==> src/rtl/seg_xlate_pkg.sv <==
package seg_xlate_pkg;
  localparam logic [1:0] ACC_READ  = 2'd0;
  localparam logic [1:0] ACC_WRITE = 2'd1;
  localparam logic [1:0] ACC_EXEC  = 2'd2;

  typedef enum logic [1:0] {
    FLT_NONE    = 2'd0,
    FLT_INVALID = 2'd1,
    FLT_BOUNDS  = 2'd2,
    FLT_PERM    = 2'd3
  } fault_e;

  localparam int PERM_W = 3;
endpackage

==> src/rtl/seg_xlate_table.sv <==
module seg_xlate_table #(
  parameter int NUM_SEG = 16,
  parameter int IDX_W   = 4,
  parameter int BASE_W  = 24,
  parameter int LIM_W   = 16,
  parameter int PERM_W  = 3
) (
  input  logic              clk,
  input  logic              rst_n,
  input  logic              wr_en,
  input  logic [IDX_W-1:0]  wr_idx,
  input  logic [BASE_W-1:0] wr_base,
  input  logic [LIM_W-1:0]  wr_limit,
  input  logic              wr_valid,
  input  logic [PERM_W-1:0] wr_perm,
  input  logic [IDX_W-1:0]  rd_idx,
  output logic [BASE_W-1:0] rd_base,
  output logic [LIM_W-1:0]  rd_limit,
  output logic              rd_valid,
  output logic [PERM_W-1:0] rd_perm
);
  logic [BASE_W-1:0] base_q  [NUM_SEG];
  logic [LIM_W-1:0]  limit_q [NUM_SEG];
  logic              valid_q [NUM_SEG];
  logic [PERM_W-1:0] perm_q  [NUM_SEG];

  for (genvar i = 0; i < NUM_SEG; i++) begin : g_row
    logic row_we;
    assign row_we = wr_en && (wr_idx == IDX_W'(i));

    always_ff @(posedge clk or negedge rst_n) begin
      if (!rst_n) begin
        base_q[i]  <= '0;
        limit_q[i] <= '0;
        valid_q[i] <= 1'b0;
        perm_q[i]  <= '0;
      end else if (row_we) begin
        base_q[i]  <= wr_base;
        limit_q[i] <= wr_limit;
        valid_q[i] <= wr_valid;
        perm_q[i]  <= wr_perm;
      end
    end
  end

  always_comb begin
    rd_base  = '0;
    rd_limit = '0;
    rd_valid = 1'b0;
    rd_perm  = '0;
    for (int k = 0; k < NUM_SEG; k++) begin
      if (rd_idx == IDX_W'(k)) begin
        rd_base  = base_q[k];
        rd_limit = limit_q[k];
        rd_valid = valid_q[k];
        rd_perm  = perm_q[k];
      end
    end
  end
endmodule

==> src/rtl/seg_xlate_check.sv <==
module seg_xlate_check
  import seg_xlate_pkg::*;
#(
  parameter int IDX_W  = 4,
  parameter int LEN_W  = 5,
  parameter int BASE_W = 24,
  parameter int LIM_W  = 16
) (
  input  logic [IDX_W-1:0]  seg,
  input  logic [LIM_W-1:0]  off,
  input  logic [1:0]        acc,
  input  logic [LEN_W-1:0]  tbl_len,
  input  logic [BASE_W-1:0] base,
  input  logic [LIM_W-1:0]  limit,
  input  logic              valid,
  input  logic [PERM_W-1:0] perm,
  output fault_e            fault,
  output logic [BASE_W-1:0] paddr
);
  logic beyond_len;
  logic out_of_bounds;
  logic perm_ok;

  always_comb begin
    beyond_len    = LEN_W'(seg) >= tbl_len;
    out_of_bounds = off >= limit;
    unique case (acc)
      ACC_READ:  perm_ok = perm[0];
      ACC_WRITE: perm_ok = perm[1];
      ACC_EXEC:  perm_ok = perm[2];
      default:   perm_ok = 1'b0;
    endcase

    if (beyond_len || !valid)  fault = FLT_INVALID;
    else if (out_of_bounds)    fault = FLT_BOUNDS;
    else if (!perm_ok)         fault = FLT_PERM;
    else                       fault = FLT_NONE;

    paddr = (fault == FLT_NONE) ? (base + BASE_W'(off)) : '0;
  end
endmodule

==> src/rtl/seg_xlate_unit.sv <==
module seg_xlate_unit
  import seg_xlate_pkg::*;
#(
  parameter int NUM_SEG = 16,
  parameter int IDX_W   = 4,
  parameter int BASE_W  = 24,
  parameter int LIM_W   = 16,
  localparam int LEN_W  = $clog2(NUM_SEG + 1)
) (
  input  logic              clk,
  input  logic              rst_n,
  input  logic              wr_en,
  input  logic [IDX_W-1:0]  wr_idx,
  input  logic [BASE_W-1:0] wr_base,
  input  logic [LIM_W-1:0]  wr_limit,
  input  logic              wr_valid,
  input  logic [2:0]        wr_perm,
  input  logic              len_wr_en,
  input  logic [LEN_W-1:0]  len_value,
  input  logic              req_valid,
  input  logic [IDX_W-1:0]  req_seg,
  input  logic [LIM_W-1:0]  req_off,
  input  logic [1:0]        req_acc,
  output logic              rsp_valid,
  output logic [1:0]        rsp_fault,
  output logic [BASE_W-1:0] rsp_paddr
);
  logic [BASE_W-1:0] ent_base;
  logic [LIM_W-1:0]  ent_limit;
  logic              ent_valid;
  logic [PERM_W-1:0] ent_perm;
  logic [LEN_W-1:0]  seg_len_q;
  logic [LEN_W-1:0]  seg_len_d;
  fault_e            fault_c;
  logic [BASE_W-1:0] paddr_c;
  logic [1:0]        fault_d;
  logic [BASE_W-1:0] paddr_d;

  seg_xlate_table #(
    .NUM_SEG(NUM_SEG), .IDX_W(IDX_W), .BASE_W(BASE_W),
    .LIM_W(LIM_W), .PERM_W(PERM_W)
  ) u_table (
    .clk(clk), .rst_n(rst_n),
    .wr_en(wr_en), .wr_idx(wr_idx), .wr_base(wr_base),
    .wr_limit(wr_limit), .wr_valid(wr_valid), .wr_perm(wr_perm),
    .rd_idx(req_seg), .rd_base(ent_base), .rd_limit(ent_limit),
    .rd_valid(ent_valid), .rd_perm(ent_perm)
  );

  seg_xlate_check #(
    .IDX_W(IDX_W), .LEN_W(LEN_W), .BASE_W(BASE_W), .LIM_W(LIM_W)
  ) u_check (
    .seg(req_seg), .off(req_off), .acc(req_acc), .tbl_len(seg_len_q),
    .base(ent_base), .limit(ent_limit), .valid(ent_valid),
    .perm(ent_perm), .fault(fault_c), .paddr(paddr_c)
  );

  // next-state
  always_comb begin
    seg_len_d = len_wr_en ? len_value : seg_len_q;
    fault_d   = req_valid ? fault_c : rsp_fault;
    paddr_d   = req_valid ? paddr_c : rsp_paddr;
  end

  // registers
  always_ff @(posedge clk or negedge rst_n) begin
    if (!rst_n) begin
      seg_len_q <= LEN_W'(NUM_SEG);
      rsp_valid <= 1'b0;
      rsp_fault <= '0;
      rsp_paddr <= '0;
    end else begin
      seg_len_q <= seg_len_d;
      rsp_valid <= req_valid;
      rsp_fault <= fault_d;
      rsp_paddr <= paddr_d;
    end
  end
endmodule

==> config.mk <==
export PLATFORM = sky130hd
export DESIGN_NAME = seg_xlate_unit
export DESIGN_NICKNAME = d
export VERILOG_FILES = /design/src/rtl/seg_xlate_pkg.sv /design/src/rtl/seg_xlate_table.sv /design/src/rtl/seg_xlate_check.sv /design/src/rtl/seg_xlate_unit.sv
export SDC_FILE = /design/constraint.sdc
export NUM_CORES = 1
export LEC_CHECK = 0
export ABC_AREA = 1
export BUFFER_PORTS_ARGS = -buffer_cell sky130_fd_sc_hd__buf_2
export CORE_UTILIZATION = 40
export CTS_CLUSTER_SIZE = 20
export DETAILED_ROUTE_END_ITERATION = 12
export HOLD_SLACK_MARGIN = 0.05
export PLACE_DENSITY = 0.62
export REMOVE_ABC_BUFFERS = 1
export SLEW_MARGIN = 10
export SYNTH_ARGS = -nofsm -noshare
export SYNTH_HDL_FRONTEND = slang
export SYNTH_HIERARCHICAL = 1
export SYNTH_SLANG_ARGS = --single-unit
==> constraint.sdc <==
create_clock -name clk -period 2.8 [get_ports clk]
set_clock_uncertainty 0.1 [all_clocks]
set_input_delay 0.42 -clock clk [delete_from_list [all_inputs] [get_ports clk]]
set_output_delay 0.42 -clock clk [all_outputs]
set_load 0.01 [all_outputs]
# After elaboration in Yosys (flattened, before gate mapping)
# Cells that the tools add are included.
[op_classes]
n_lt_le_gt_ge = 2
n_mul = 0
n_bitwise = 0
mux = 69
addsub = 1
div_mod_pow = 0
n_shift = 0
n_reduce_logical = 22
n_eq_ne = 32
[ops]
columns = ["cell", "count"]
rows = [
  ["$mux 24", 17],
  ["$mux 16", 16],
  ["$eq 4x4->1 const B", 16],
  ["$mux 3", 16],
  ["$eq 4x3->1 const B", 8],
  ["$add 24x16->24", 1],
  ["$eq 4x2->1 const B", 4],
  ["$ge 16x16->1", 1],
  ["$logic_and 1x1->1", 16],
  ["$mux 1", 16],
  ["$eq 4x1->1 const B", 2],
  ["$logic_not 4->1", 2],
  ["$mux 2", 3],
  ["$ge 4x5->1", 1],
  ["$logic_not 2->1", 2],
  ["$pmux 1 s3", 1],
  ["$eq 2x1->1 const B", 1],
  ["$eq 2x2->1 const B", 1],
  ["$logic_not 1->1", 1],
  ["$logic_or 1x1->1", 1],
]
[word_totals]
mem_bits_ro = 0
elab_cells = 194
latchBits = 0
ramBits = 0
output_inout_bits = 27
reg_bits = 736
n_memories = 0

# Longest topological paths before layout
[depth]
word_depth = 23
ltp_mapped = 30
depth_no_buf = 28

# Cells and area by module
# The synthesis kept the hierarchy.
[by_module_without_submodules]
columns = ["module", "n_inst", "cells_per_inst", "area_per_inst_um2", "seq_area_each_um2"]
rows = [
  ["seg_xlate_table", 1, 3704, 30535.5, 17616.9],
  ["seg_xlate_check", 1, 418, 2215.9, 0.0],
  ["seg_xlate_unit", 1, 132, 1234.9, 802.0],
]

# Worst setup path after synthesis
# No wires, ideal clock.
[synth_path]
kind = "input port to flip-flop"
from = "in req_seg[1]"
to = "reg rsp_paddr[20]"
n_path_buf = 2
t_required_ns = 2.583
setup_ns = 0.117
stages = 28
t_arrival_ns = 2.992
setup_slack_ns = -0.409
path_cell_list = "buf_2 > nor2_1 > buf_2 > nand3_1 > nand3_1 > nor2_1 > nand4_1 > nand2_1 > nand4_1 > nand2_1 > nand3_1 > nand2_1 > nand2_1 > ha_1 > inv_1 > fa_1 > inv_1 > nand3_1 > nand3_1 > nand2_1 > nand2_1 > nand2_1 > nand2_2 > nand3_1 > nand2_1 > nor2_2 > nand2_1 > nand2_1"
[synth_between]
elab_cells_between_ends = 91
cone_classes = "add/sub (1); order compare (2); eq/ne (15); mux (69); reduce/logical (4)"
[synth_lines]
columns = ["element", "line_no", "text"]
rows = [
  ["start, declared", "seg_xlate_unit.sv:21", "input logic [IDX_W-1:0] req_seg,"],
  ["$logic_not 4->1", "seg_xlate_table.sv:52", "if (rd_idx == IDX_W'(k)) begin"],
  ["$mux 24 (15 in series)", "seg_xlate_table.sv:52", ""],
  ["$mux 24 (*)", "seg_xlate_table.sv:52", ""],
  ["via ent_base[0]", "seg_xlate_unit.sv:28", "logic [BASE_W-1:0] ent_base;"],
  ["$add 24x16->24 (*)", "seg_xlate_check.sv:39", "paddr = (fault == FLT_NONE) ? (base + BASE_W'(off)) : '0;"],
  ["$mux 24 (*)", "seg_xlate_check.sv:39", ""],
  ["via paddr_c[20]", "seg_xlate_unit.sv:35", "logic [BASE_W-1:0] paddr_c;"],
  ["end signal, assigned", "seg_xlate_unit.sv:76", "rsp_paddr <= paddr_d;"],
  ["end, declared", "seg_xlate_unit.sv:26", "output logic [BASE_W-1:0] rsp_paddr"],
]
# The timed path passes the listed nets; every way through them passes the cells marked *.
# A chain may end at the register's enable or synchronous reset.

# Worst setup path after layout
[layout_path]
from = "in req_seg[3]"
to = "reg rsp_paddr[6]"
# The elaborated chain is that of the path after synthesis.

==> flow_summary.ini <==
[layout]
layout_common_cells = nand2_1 (1177), dfrtp_1 (735), o21ai_0 (507)
stdcell_count = 5678
drive_above_1_share = 0.168
final_nets = 4597
area.growth.synth_to_final_pct = 23.6
final_common_cell = nand2_1

[floorplan]
ios = 107
dieHeight_um = 293
die-area_um2 = 86100
initial_core_util = 0.405
fp.dieW_um = 293
core-area_um2 = 83800
row_count = 106

[synth]
synth_cell_types = 39
syn_avg_cell_area_um2 = 7.99
yosysWarnings = 6
netlist_instances = 4254
ys_seq_elements = 736
yosysSeqAreaShare = 0.542
syn-cell-area_um2 = 34000

[timing]
max_freq_mhz = 326
hold_slack_ns = 0.135
relSlewSlack = 0.250
rsz0062_at_grt = yes
final_hold_viol_count = 0
finalCriticalPeriod_ns = 3.06
min_period_over_period = 1.09
tightest_slew_ns = 1.13
setup_ws_ns = -0.264
final_max_slew_viol_count = 0
setup_viol = 26
fin_tns_setup_ns = -4.49

[clock_network]
cts_tree = yes
worstSkewPairLatency_ns = 0.64
clockBufferDepth = 3
numCtsBuffers = 81
htreeDepth = 3
ctsRootBufferMaster = clkbuf_16
clock_sinks = 736
path_clk_slew_ns = 0.06

[route]
drc = 0
final_antenna_net_count = 0
dr.pass1.iters = 6
routed_via_density = 5.20
wl_um = 110000
wire_per_inst_um = 19.3
vias = 29600
drt_iter0_markers = 2549

[outcome]
violations = negative setup slack
status = finished with violations

[critical_path]
r2r_setup_slack_ns = -0.19
reg2reg_to = rsp_paddr[21]$_DFFE_PN0P_
required_ns = 3.22
rr_startpoint = u_table/base_q[343]$_DFFE_PN0P_
slowest_stage = fa_2
critical_path.max_fanout = 5
cp_slowest_stage_delay_ns = 0.37
cp-end-kind = flip-flop
path_class = primary input to flip-flop
r2r_cells = 21
critPathArrivalTime_ns = 3.48
cp-start-kind = primary input

[placed_design]
port_buffers = 106
dp_cells = 5464
dpl.hpwl_um = 69400
dp_slack_ns = -1.13
gp_congestion = 0.939

[global_route]
gr-usage-met2 = 0.408
gr-total-overflow = 0
grt-busiest-layer = met2
antenna_found_initial = 0
grt_max_degree = 89
grt_pass1_wl_um = 170000
met3_usage = 0.0312
grt_usage = 0.256
grt_pass1_vias = 28400
met1_usage = 0.369

[pwr]
cellPowerDensity_nw_per_um2 = 725
p_leak_nw = 19.8
p_int_mw = 21.5
vdd_drop_max_uv = 411
clock_power_share = 0.350
p_sw_mw = 8.98
power.share.sequential = 0.461
total_power_mw = 30.5
combPwrFrac = 0.188
p_sw_frac = 0.295

[min_path]
min_to = rsp_paddr[0]$_DFFE_PN0P_
worstHoldStart = req_valid
holdCritPathClass = primary input to flip-flop
min_path_cells = 3

[job]
drv_cap = 0
cells by family (layout without fill, tap and decap cells):
group                      Yosys count  in the layout  share of synthesized area
AOI/OAI and AO/OA                  787            787                      0.117
DFF                                736            736                      0.542
buffers and inverters              615            903                     0.0713
adders and majority gates           37             37                     0.0138
xor gates and xnor gates            13             13                    0.00335
and+or+nand+nor                   2066           2066                      0.252
other                                0              2                          0
sequential cells by signal (all words and copies together), names as in the netlist:
register	count
rsp_fault	2
rsp_paddr	24
rsp_valid	1
seg_len_q	5
u_table/base_q	384
u_table/limit_q	256
u_table/perm_q	48
u_table/valid_q	16
cell usage after synthesis (all sizes together):
master | instances | area share
clkinv | 1 | 0.00011
o31ai | 1 | 0.00063
nand4 | 132 | 0.025
fa | 1 | 0.00059
buf | 53 | 0.0091
nor3 | 40 | 0.0063
xnor2 | 10 | 0.0026
a21oi | 268 | 0.040
or2 | 8 | 0.0015
dfstp | 1 | 0.00077
o21a | 1 | 0.00022
nor4 | 2 | 0.00055
nand3 | 206 | 0.031
ha | 36 | 0.013
clkbuf | 230 | 0.025
o21ai | 515 | 0.076
nor2 | 442 | 0.051
inv | 331 | 0.037
nand2 | 1231 | 0.14
a21boi | 2 | 0.00055
xor2 | 3 | 0.00077
dfrtp | 735 | 0.54
nand3b | 5 | 0.0011
layout make-up:
| type | instances | area [um^2] |
|---|---|---|
| Inverter | 332 | 1270 |
| Tap cell | 1134 | 1420 |
| Clock inverter | 24 | 270 |
| Multi-Input combinational cell | 2903 | 14300 |
| Clock buffer | 121 | 2380 |
| Fill cell | 8050 | 41800 |
| Antenna cell | 2 | 5.00 |
| Sequential cell | 736 | 18400 |
| Timing Repair Buffer | 426 | 3960 |
worst max-delay path, delay by kind of cell:
kind          cells  cell delay [ns]
fa+ha+maj         1             0.37
simple gates     14             1.22
buf+inv          11             1.30
xor+xnor          1             0.13
worst max path at each step:
stage	startpoint	end	slack, ns	cells after the start
2_1_floorplan	req_seg[3]	rsp_paddr[20]$_DFFE_PN0P_	-6.28	26
3_3_place_gp	req_seg[1]	rsp_paddr[10]$_DFFE_PN0P_	-1.06	22
3_5_place_dp	req_seg[1]	rsp_paddr[7]$_DFFE_PN0P_	-1.13	22
4_1_cts	req_seg[3]	rsp_paddr[6]$_DFFE_PN0P_	-0.27	28
5_1_grt	u_table/base_q[366]$_DFFE_PN0P_	rsp_paddr[18]$_DFFE_PN0P_	-0.39	21
6_report	req_seg[3]	rsp_paddr[6]$_DFFE_PN0P_	-0.26	27
power by group through the flow:
stage,combinational [mW],sequential (mW),clock [mW]
final,5.73,14.1,10.7
after global routing,6.50,14.3,11.3
after CTS,5.44,14.0,10.8
after detailed placement,5.10,14.2,0
after global placement,4.95,14.1,0
after floorplan,3.20,13.9,0
per-stage QoR:
stage                      util  area (um^2)
after floorplan               -        32800
after global placement    0.449        37600
after detailed placement  0.449        37600
after CTS                 0.493        41300
after global routing      0.501        42000
final                     0.501        42000
layer usage:
layer | vias up | routed length (um)
met4 | 0 | 2430
met3 | 159 | 6950
met2 | 909 | 50500
met1 | 14400 | 49700
li1 | 14100 | -
met5 | - | 0
what timing repair did:
item                       4_1_cts  5_1_grt
hold buffers                    26        0
hold endpoints to repair        57        0
buffers inserted                28       13
setup endpoints to repair       26       26
resized for setup              107      142
cloned                           3        1
pin swaps                       82       81
(Power assumes the default switching activity.)
